--- src/rtl/pfd_pkg.sv ---
package pfd_pkg;

   typedef enum logic [1:0] {
      MODE_AUTO_A    = 2'b00,
      MODE_AUTO_B    = 2'b01,
      MODE_FORCE_ON  = 2'b10,
      MODE_FORCE_OFF = 2'b11
   } det_mode_e;

   function automatic logic det_enable(input det_mode_e m, input logic lock);
      case (m)
         MODE_FORCE_ON:  det_enable = 1'b1;
         MODE_FORCE_OFF: det_enable = 1'b0;
         default:        det_enable = ~lock;
      endcase
   endfunction

endpackage

--- src/rtl/pfd_edge_core.sv ---
module pfd_edge_core #(
   parameter int WIN_CYC = 4,
   parameter int IN_SYNC = 0
) (
   input  logic clk,
   input  logic rst_n,
   input  logic ref_i,
   input  logic fb_i,
   output logic up_q,
   output logic dn_q,
   output logic cmp_done,
   output logic cmp_inphase
);
   localparam int WW = $clog2(WIN_CYC + 1);
   localparam logic [WW-1:0] WSAT = WW'(WIN_CYC);

   logic ref_s, fb_s;
   logic ref_d, fb_d;
   logic [WW-1:0] wcnt;

   generate
      if (WIN_CYC < 1) begin : g_bad_win
         $error("WIN_CYC must be at least 1");
      end
      if (IN_SYNC < 0) begin : g_bad_sync
         $error("IN_SYNC must not be negative");
      end
      if (IN_SYNC == 0) begin : g_direct
         assign ref_s = ref_i;
         assign fb_s  = fb_i;
      end else begin : g_sync
         logic [IN_SYNC-1:0] rs, fs;
         always_ff @(posedge clk or negedge rst_n) begin
            if (!rst_n) begin
               rs <= '0;
               fs <= '0;
            end else begin
               rs <= {rs[IN_SYNC-1:0], ref_i} >> 0;
               fs <= {fs[IN_SYNC-1:0], fb_i} >> 0;
            end
         end
         assign ref_s = rs[IN_SYNC-1];
         assign fb_s  = fs[IN_SYNC-1];
      end
   endgenerate

   logic rise_ref, rise_fb;
   assign rise_ref = ref_s & ~ref_d;
   assign rise_fb  = fb_s & ~fb_d;

   assign cmp_done    = up_q & dn_q;
   assign cmp_inphase = (wcnt < WSAT);

   always_ff @(posedge clk or negedge rst_n) begin
      if (!rst_n) begin
         ref_d <= 1'b0;
         fb_d  <= 1'b0;
         up_q  <= 1'b0;
         dn_q  <= 1'b0;
         wcnt  <= '0;
      end else begin
         ref_d <= ref_s;
         fb_d  <= fb_s;
         if (cmp_done) begin
            up_q <= 1'b0;
            dn_q <= 1'b0;
            wcnt <= '0;
         end else begin
            up_q <= up_q | rise_ref;
            dn_q <= dn_q | rise_fb;
            if ((up_q ^ dn_q) && (wcnt != WSAT))
               wcnt <= wcnt + 1'b1;
         end
      end
   end

   // a completed comparison releases both flags on the next edge
   assert_clear_R2: assert property (@(posedge clk) disable iff (!rst_n)
      (up_q && dn_q) |=> (!up_q && !dn_q));

   // a single set flag holds until the other side arrives
   assert_hold_R2: assert property (@(posedge clk) disable iff (!rst_n)
      (up_q ^ dn_q) |=> (up_q || dn_q));

endmodule

--- src/rtl/pfd_lock_count.sv ---
module pfd_lock_count #(
   parameter int LOCK_N = 16
) (
   input  logic clk,
   input  logic rst_n,
   input  logic cmp_done,
   input  logic cmp_inphase,
   output logic in_lock
);
   localparam int LW = $clog2(LOCK_N + 1);
   localparam logic [LW-1:0] LSAT = LW'(LOCK_N);

   logic [LW-1:0] lcnt;
   logic [LW-1:0] lcnt_nx;

   generate
      if (LOCK_N < 2) begin : g_bad_lock
         $error("LOCK_N must be at least 2");
      end
   endgenerate

   always_comb begin
      lcnt_nx = lcnt;
      if (cmp_done) begin
         if (!cmp_inphase)        lcnt_nx = '0;
         else if (lcnt != LSAT)   lcnt_nx = lcnt + 1'b1;
      end
   end

   always_ff @(posedge clk or negedge rst_n) begin
      if (!rst_n) begin
         lcnt    <= '0;
         in_lock <= 1'b0;
      end else begin
         lcnt    <= lcnt_nx;
         in_lock <= (lcnt_nx == LSAT);
      end
   end

   // an out-of-window comparison drops lock on the next edge
   assert_drop_R5: assert property (@(posedge clk) disable iff (!rst_n)
      (cmp_done && !cmp_inphase) |=> !in_lock);

   // lock only ever rises at the end of an in-phase comparison
   assert_rise_R4: assert property (@(posedge clk) disable iff (!rst_n)
      $rose(in_lock) |-> $past(cmp_done && cmp_inphase));

endmodule

--- src/rtl/pfd_mode_ctl.sv ---
module pfd_mode_ctl
   import pfd_pkg::*;
#(
   parameter int GAIN_W = 4
) (
   input  logic [1:0]        mode_i,
   input  logic              in_lock,
   input  logic              up_q,
   input  logic              dn_q,
   input  logic [GAIN_W-1:0] gain_i,
   input  logic              low_supply_i,
   output logic              det_en,
   output logic              up_o,
   output logic              dn_o,
   output logic [GAIN_W-1:0] gain_o,
   output logic              gain_warn
);
   generate
      if (GAIN_W < 1) begin : g_bad_gain
         $error("GAIN_W must be at least 1");
      end
   endgenerate

   assign det_en    = det_enable(det_mode_e'(mode_i), in_lock);
   assign up_o      = up_q & det_en;
   assign dn_o      = dn_q & det_en;
   assign gain_o    = gain_i;
   assign gain_warn = (gain_i == '0) & in_lock & low_supply_i;

endmodule

--- src/rtl/pfd_lock_ctrl.sv ---
module pfd_lock_ctrl #(
   parameter int WIN_CYC = 4,
   parameter int LOCK_N  = 16,
   parameter int GAIN_W  = 4,
   parameter int IN_SYNC = 0
) (
   input  logic              clk,
   input  logic              rst_n,
   input  logic              ref_i,
   input  logic              fb_i,
   input  logic [1:0]        mode_i,
   input  logic [GAIN_W-1:0] gain_i,
   input  logic              low_supply_i,
   output logic              up_o,
   output logic              dn_o,
   output logic              det_en_o,
   output logic              locked_o,
   output logic [GAIN_W-1:0] gain_o,
   output logic              gain_warn_o
);
   logic up_q, dn_q, cmp_done, cmp_inphase;

   pfd_edge_core #(.WIN_CYC(WIN_CYC), .IN_SYNC(IN_SYNC)) u_core (
      .clk(clk), .rst_n(rst_n), .ref_i(ref_i), .fb_i(fb_i),
      .up_q(up_q), .dn_q(dn_q), .cmp_done(cmp_done), .cmp_inphase(cmp_inphase)
   );

   pfd_lock_count #(.LOCK_N(LOCK_N)) u_lock (
      .clk(clk), .rst_n(rst_n), .cmp_done(cmp_done),
      .cmp_inphase(cmp_inphase), .in_lock(locked_o)
   );

   pfd_mode_ctl #(.GAIN_W(GAIN_W)) u_mode (
      .mode_i(mode_i), .in_lock(locked_o), .up_q(up_q), .dn_q(dn_q),
      .gain_i(gain_i), .low_supply_i(low_supply_i), .det_en(det_en_o),
      .up_o(up_o), .dn_o(dn_o), .gain_o(gain_o), .gain_warn(gain_warn_o)
   );

   // in automatic mode, reaching lock silences the detector outputs
   assert_auto_off_R6: assert property (@(posedge clk) disable iff (!rst_n)
      (!mode_i[1] && $rose(locked_o)) |-> (!up_o && !dn_o));

   // the low-gain warning implies lock
   assert_warn_R9: assert property (@(posedge clk) disable iff (!rst_n)
      gain_warn_o |-> locked_o);

endmodule

--- config.mk ---
export PLATFORM = sky130hd
export DESIGN_NAME = pfd_lock_ctrl
export DESIGN_NICKNAME = d
export VERILOG_FILES = /design/src/rtl/pfd_pkg.sv /design/src/rtl/pfd_edge_core.sv /design/src/rtl/pfd_lock_count.sv /design/src/rtl/pfd_mode_ctl.sv /design/src/rtl/pfd_lock_ctrl.sv
export SDC_FILE = /design/constraint.sdc
export NUM_CORES = 1
export LEC_CHECK = 0
export BUFFER_PORTS_ARGS = -buffer_cell sky130_fd_sc_hd__buf_4
export CELL_PAD_IN_SITES_DETAIL_PLACEMENT = 2
export CELL_PAD_IN_SITES_GLOBAL_PLACEMENT = 2
export CORE_MARGIN = 2
export CORE_UTILIZATION = 30
export CTS_CLUSTER_DIAMETER = 80
export CTS_CLUSTER_SIZE = 8
export DETAILED_ROUTE_END_ITERATION = 7
export GPL_ROUTABILITY_DRIVEN = 0
export HOLD_SLACK_MARGIN = 0.02
export PLACE_DENSITY_LB_ADDON = 0.1
export SLEW_MARGIN = 20
export SYNTH_ARGS = -nofsm -noshare
export SYNTH_HDL_FRONTEND = slang
export SYNTH_SLANG_ARGS = --single-unit
--- constraint.sdc ---
create_clock -name clk -period 1.8 [get_ports clk]
set_input_delay 0.18 -clock clk [delete_from_list [all_inputs] [get_ports clk]]
set_output_delay 0.18 -clock clk [all_outputs]
set_load 0.005 [all_outputs]
==> results of run 1 <==
flip-flops by register name (all words and copies together) (netlist names):
name	cells
u_core.dn_q	1
u_core.fb_d	1
u_core.ref_d	1
u_core.up_q	1
u_core.wcnt	3
u_lock.in_lock	1
u_lock.lcnt	5
worst max-delay path, delay by kind of cell, from the launching register on:
kind / cells / cell delay (ns)
AO/OA/AOI/OAI: 2 / 0.44
adder cells (fa/ha/maj): 1 / 0.29
buffers and inverters: 1 / 0.06
flip-flops: 1 / 0.42
AND/OR/NAND/NOR: 2 / 0.29
repair_timing:
item	4_1_cts	5_1_grt
endpoints found under the setup margin	0	1
hold endpoints to repair	15	0
setup buffers	0	0
hold buffers	3	0
gates resized for setup	0	1
power groups by stage:
stage	logic [mW]	registers (mW)	clock network [mW]
2_1_floorplan	0.417	0.476	0
5_1_grt	0.633	0.542	0.207
6_report	0.543	0.522	0.181
3_3_place_gp	0.524	0.527	0
4_1_cts	0.550	0.524	0.198
3_5_place_dp	0.540	0.531	0
cell usage in the layout (no fill, tap or decap), drive strengths merged, types with 3 or more instances in the layout:
cell type	count
nor2	4
clkbuf	4
mux2i	3
nand2b	3
dfrtp	13
o21ai	3
ha	5
inv	5
buf	19
dlygate4sd3	3
area by class of cell:
type | count | area share, %
multi-input combinational | 45 | 36.97
sequential | 13 | 35.47
timing repair buffer | 22 | 18.83
tap | 28 | 3.820
clock buffer | 4 | 2.865
inverter | 5 | 2.046
per-layer routing:
layer  share of wire (%)  routed length (µm)  vias to the layer above  track usage (%)
met3                 7.8                 130                        2            3.107
met5                   0                   0                        -                0
met4                0.96                  16                        0            6.410
met1                  43                 710                      276            16.34
met2                  48                 803                       19            23.75
li1                    -                   -                      279                -
per-stage QoR:
| step | std cells | setup slack (ns) | hold WS [ns] | power, mW | utilization (%) |
|---|---|---|---|---|---|
| final | 117 | 0.2081 | 0.2949 | 1.247 | 41.06 |
| after global routing | 117 | 0.07149 | 0.2903 | 1.382 | 41.06 |
| after CTS | 117 | 0.1333 | 0.2665 | 1.272 | 40.95 |
| after detailed placement | 110 | 0.1506 | 0.03834 | 1.072 | 38.43 |
| after global placement | 110 | 0.1985 | 0.03776 | 1.051 | 38.43 |
| after floorplan | 69 | 0.2863 | -0.1156 | 0.8931 | - |
cells by family after synthesis:
logic type	after synthesis
fa+ha+maj	5
mux	3
compound gates	13
simple gates	23
xor+xnor	1
flops	13
buf+inv	11
final timing paths:
path                                          start                          to  cells after the start
max                        u_lock.lcnt[0]$_DFF_PN0_    u_lock.in_lock$_DFF_PN0_                      6
min                                           rst_n  u_core.wcnt[0]$_DFFE_PN0P_                      2
max reg2reg                u_lock.lcnt[0]$_DFF_PN0_    u_lock.in_lock$_DFF_PN0_                      6
min reg2reg                   u_core.fb_d$_DFF_PN0_       u_core.dn_q$_DFF_PN0_                      2
max in group asynchronous                     rst_n    u_lock.lcnt[3]$_DFF_PN0_                      2
min in group clk              u_core.fb_d$_DFF_PN0_       u_core.dn_q$_DFF_PN0_                      2
==> impl_metrics.csv, run 1 <==
group,metric,value,unit
timing,tightest_slew,0.3977,ns
floorplanning,die_h,53.02,µm
floorplanning,core,2233,µm²
yosys,synth_top_family_by_area,"simple AND/OR/NAND/NOR gates",
critical_path,cp_cell_sequence,"inv_1 > ha_1 > nand3b_1 > o21ai_0 > a221o_1 > nor4b_2",
yosys,synth_adder_area_share,8.681,%
clocking,cts_num_sinks,13,
pwr,power_frac_clock,14.5,%
layout,fillers,253,
clocking,clkTransAtPathRegs,0.08,ns
critical_path,cp.arrival,1.78,ns
grt,grt_max_degree,14,
clocking,cts.path.max_buffers,2,
yosys,ys_warn_count,0,
pwr,p_leak,0.4193,nW
layout,ff_latch_area,325.3,µm²
run_status,status,"finished clean",
timing,grt_setup_unrepaired,"no",
critical_path,critPathMaxStageDelay,0.42,ns
pwr,p_int,0.7531,mW
yosys,synth-compound-area-share,12.50,%
pwr,p_switching,0.4937,mW
floorplanning,rows,17,
layout,layout.nets,106,
yosys,synth_common_cells,"dfrtp_1 (13), ha_1 (5), inv_1 (5), buf_4 (4), nor2_1 (4)",
detailed_routing,ant_nets,0,
timing,slew_violations,0,
yosys,synth_cells,69,
placed_design,port_buffers,19,
critical_path,r2r_slack,0.21,ns
detailed_routing,via_per_inst,4.923,
detailed_routing,drt_pre_antenna_iters,2,
yosys,syn_area,720.7,µm²
placed_design,placed_area,858.3,µm²
pwr,power_frac_seq,41.9,%
timing,max_slew_margin,73.25,%
clocking,cts_tree,"yes",
timing,skew,0.003403,ns
timing,finalHoldViolations,0,
yosys,synth-edff-count,0,
critical_path,cp-start-kind,"flip-flop",
timing,setup-violations-final,0,
grt,grt_pass1_wl,2753,µm
grt,grt_pass1_vias,648,
detailed_routing,drtIter0Drc,1,
critical_path,crit_type,"flip-flop to flip-flop",
yosys,yosys.area.top_type,"dfrtp_1",
yosys,synth.yosys.seq_area_share,45.14,%
grt,grt_usage,13.88,%
timing,min_period_over_period,88.44,%
yosys,synth_mux_area_share,4.167,%
floorplanning,initial_utilization,32.27,%
yosys,synth_xor_area_share,1.215,%
critical_path,crit_fanout,5,
critical_path,cp.required,1.99,ns
yosys,ys_ff_latch,13,
clocking,numCtsBuffers,3,
floorplanning,die_w,53.02,µm
pwr,power_density,1359,nW/µm²
yosys,syn_nets,85,
placed_design,hpwl,1274,µm
layout,multi_input_area,339.1,µm²
yosys,synthTopCellsByArea,"dfrtp_1 (45%), ha_1 (8.7%), mux2i_1 (4.2%), buf_4 (4.2%), a221o_1 (2.8%)",
yosys,async_flop_share,100.0,%
worst_hold_path,worstHoldPathType,"primary input to asynchronous set/reset pin",
clocking,cts_root_buffer,"clkbuf_4",
grt,grt-ovfl-total,0,
clocking,cts_max_level,1,
floorplanning,die_area,2811,µm²
yosys,synth.distinct_cells,30,
pwr,pwr-share-comb,43.6,%
timing,min_period,1.592,ns
timing,fmax,0.6282,GHz
pwr,swShare,39.60,%
layout,num_antenna_cells,0,
detailed_routing,vias,576,
detailed_routing,routedWlPerCell,14.19,µm
detailed_routing,wl,1660,µm
timing,fin_setup_tns,0,ns
critical_path,crit_path_end_kind,"flip-flop",
yosys,synth_top_area_share,45.14,%
layout,fin_area,917.1,µm²
yosys,yosysMostFrequentCell,"dfrtp_1",
yosys,synth-simple-area-share,20.14,%
run,cap_viol_max_count,0,
critical_path,cpMaxStageDelayCell,"dfrtp_1",
floorplanning,pin_count,20,
layout,syn_to_final_growth,27.26,%
layout,drive_gt1_share,28.09,%
grt,antenna_found_initial,0,
yosys,synth_ff_type,"dfrtp_1",
clocking,clock_latency,0.28,ns
pwr,ir_drop,0.6470,mV
detailed_routing,drc,0,
yosys,syn_area_per_cell,10.44,µm²
Note: power is estimated with default switching activity, not from simulation.
==> run 2: changes to the inputs <==
Settings changed: CORE_UTILIZATION 30 to 31, SYNTH_HIERARCHICAL set to 1.
==> run 2 against run 1 <==
  * Flip-flop and latch count stayed put
  * Clock skew hardly changed
  * Total power is 4.3% higher
  * Cell area is 4.8% higher
  * Largest cell class unchanged
  * Largest power group unchanged
==> impl_metrics.csv, run 2 <==
group,metric,value,unit
critical_path,cp_cell_sequence,"ha_1 > nand2_2 > or3_1 > o21ai_0 > nor4b_2",
yosys,synth_top_area_share,43.41,%
clocking,cts_root_buffer,"clkbuf_4",
timing,slew_violations,0,
detailed_routing,drt-met1-wl,715,µm
critical_path,cp.arrival,1.81,ns
layout,num_antenna_cells,0,
pwr,p_leak,0.4704,nW
timing,min_period_over_period,90.15,%
yosys,synth-edff-count,0,
layout,layout.nets,109,
yosys,syn_area,749.5,µm²
yosys,async_flop_share,100.0,%
layout,fillers,248,
clocking,cts_tree,"yes",
critical_path,crit_fanout,6,
timing,timing.hold.ws,0.2862,ns
timing,setup_ws,0.1773,ns
detailed_routing,ant_nets,0,
grt,grt_max_degree,14,
layout,layout_commonest_cell,"buf_4",
critical_path,crit_family,"simple AND/OR/NAND/NOR gates",
floorplanning,core,2255,µm²
layout,fin_area,960.9,µm²
yosys,syn_nets,85,
timing,grt_setup_unrepaired,"no",
layout,top_register,"u_lock/lcnt",
clocking,cts_max_level,1,
critical_path,critPathMaxStageDelay,0.41,ns
layout,final_cell_mix,"buf_4 (20), dfrtp_1 (13), inv_1 (7), ha_1 (5)",
timing,max_slew_margin,69.00,%
timing,fmax,0.6163,GHz
placed_design,hpwl,1308,µm
yosys,synth_ff_type,"dfrtp_1",
yosys,synth_cells,69,
timing,tightest_slew,0.4577,ns
yosys,synthTopCellsByArea,"dfrtp_1 (43%), ha_1 (8.3%), mux2i_1 (5.3%), buf_4 (4.0%), inv_1 (3.5%)",
detailed_routing,routedWlPerCell,13.69,µm
grt,grt_pass1_wl,2877,µm
grt,grt_usage,14.45,%
timing,min_period,1.623,ns
layout,drive_gt1_share,32.61,%
floorplanning,die_area,2827,µm²
placed_design,place_inst,113,
clocking,clock_latency,0.27,ns
critical_path,cp.required,1.98,ns
floorplanning,die_h,53.17,µm
pwr,ir_drop,0.6604,mV
grt,grt-ovfl-total,0,
layout,utilization,42.62,%
grt,antenna_found_initial,0,
yosys,ys_ff_latch,13,
timing,finalHoldViolations,0,
floorplanning,initial_utilization,33.24,%
detailed_routing,drtIter0Drc,0,
critical_path,cpMaxStageDelayCell,"dfrtp_1",
clocking,clkTransAtPathRegs,0.08,ns
yosys,ys_warn_count,6,
clocking,numCtsBuffers,3,
layout,largest_register_ffs,5,
floorplanning,pin_count,20,
clocking,cts.path.max_buffers,2,
detailed_routing,wl,1643,µm
placed_design,placed_area,904.6,µm²
clocking,cts_resized,0,
detailed_routing,top_layer,"met4",
detailed_routing,vias,581,
yosys,yosysMostFrequentCell,"dfrtp_1",
detailed_routing,via_per_inst,4.842,
layout,stdcell_count,120,
floorplanning,die_w,53.17,µm
detailed_routing,drc,0,
timing,skew,0.003797,ns
critical_path,cp_num_buf_inv,0,
pwr,power_density,1353,nW/µm²
yosys,yosys.area.top_type,"dfrtp_1",
detailed_routing,drt_pre_antenna_iters,1,
critical_path,crit_path_end_kind,"flip-flop",
timing,fin_setup_tns,0,ns
yosys,synth.yosys.seq_area_share,43.41,%
timing,setup-violations-final,0,
clocking,cts_num_sinks,13,
detailed_routing,wl_met3,140,µm
layout,syn_to_final_growth,28.21,%
floorplanning,rows,17,
worst_hold_path,worstHoldPathType,"primary input to asynchronous set/reset pin",
grt,grt_pass1_vias,630,
pwr,p_total,1.301,mW
run_status,status,"finished clean",
yosys,synth_common_cells,"dfrtp_1 (13), inv_1 (7), ha_1 (5)",
run,cap_viol_max_count,0,
critical_path,crit_type,"flip-flop to flip-flop",
layout,top_regs,"u_lock/lcnt: 5 flops, u_core/wcnt: 3 flops",
placed_design,pre_cts_slack,0.1638,ns
critical_path,cp-start-kind,"flip-flop",
detailed_routing,wl_met2,778,µm
clocking,post_cts_buffers,0,
placed_design,port_buffers,19,
yosys,syn_area_per_cell,10.86,µm²
yosys,synth.distinct_cells,30,
## run 2: cell count changes after synthesis, sizes merged, moves of 2 or more
| cell | change |
|---|---|
| nand3 | +2 |
| inv | +2 |
| a31oi | -2 |
| nor2 | -2 |
## run 2: power by group
part	total, mW	internal, mW	switching (mW)	leakage, nW
logic	0.620	0.334	0.286	0.296
registers	0.499	0.393	0.106	0.159
clock network	0.182	0.0858	0.0960	0.0150
total	1.30	0.812	0.488	0.470
## run 2: path summary, 6_finish.rpt
check,from,end,slack (ns),depth (start not counted)
min in group clk,u_core/fb_d$_DFF_PN0_,u_core/dn_q$_DFF_PN0_,0.53,2
worst max register to register,u_core/up_q$_DFF_PN0_,u_lock/in_lock$_DFF_PN0_,0.18,5
max in group asynchronous,rst_n,u_core/wcnt[0]$_DFFE_PN0P_,1.35,2
worst max-delay path,u_core/up_q$_DFF_PN0_,u_lock/in_lock$_DFF_PN0_,0.18,5
worst min-delay path,rst_n,u_lock/in_lock$_DFF_PN0_,0.29,2
worst min register to register,u_core/fb_d$_DFF_PN0_,u_core/dn_q$_DFF_PN0_,0.53,2
## run 2: what timing repair did
item	in CTS	in global routing
endpoints found under the setup margin	0	0
hold endpoints to repair	15	0
hold buffers	3	0
## run 2: routing by layer
| metal | track usage [%] | up-vias |
|---|---|---|
| met5 | 0 | - |
| met4 | 2.564 | 0 |
| met2 | 23.54 | 20 |
| met1 | 18.53 | 276 |
| met3 | 5.085 | 2 |
| li1 | - | 283 |
## run 2: kinds of logic (layout without fill, tap and decap cells)
family,count (synthesis),after routing,share of synthesized area (%)
buffers and inverters,11,34,7.513
DFF,13,13,43.41
AOI/OAI and AO/OA,11,11,11.02
muxes,5,5,7.345
and+or+nand+nor,24,24,22.37
adders and majority gates,5,5,8.347
## run 2: cell type report
cell class | instances | area [µm²] | share of cell area, %
clock buffers | 4 | 26.28 | 2.734
inverters | 7 | 26.28 | 2.734
flip-flops and latches | 13 | 325.3 | 33.85
repair buffers | 23 | 180.2 | 18.75
well taps | 28 | 35.03 | 3.646
multi-input cells | 45 | 367.9 | 38.28
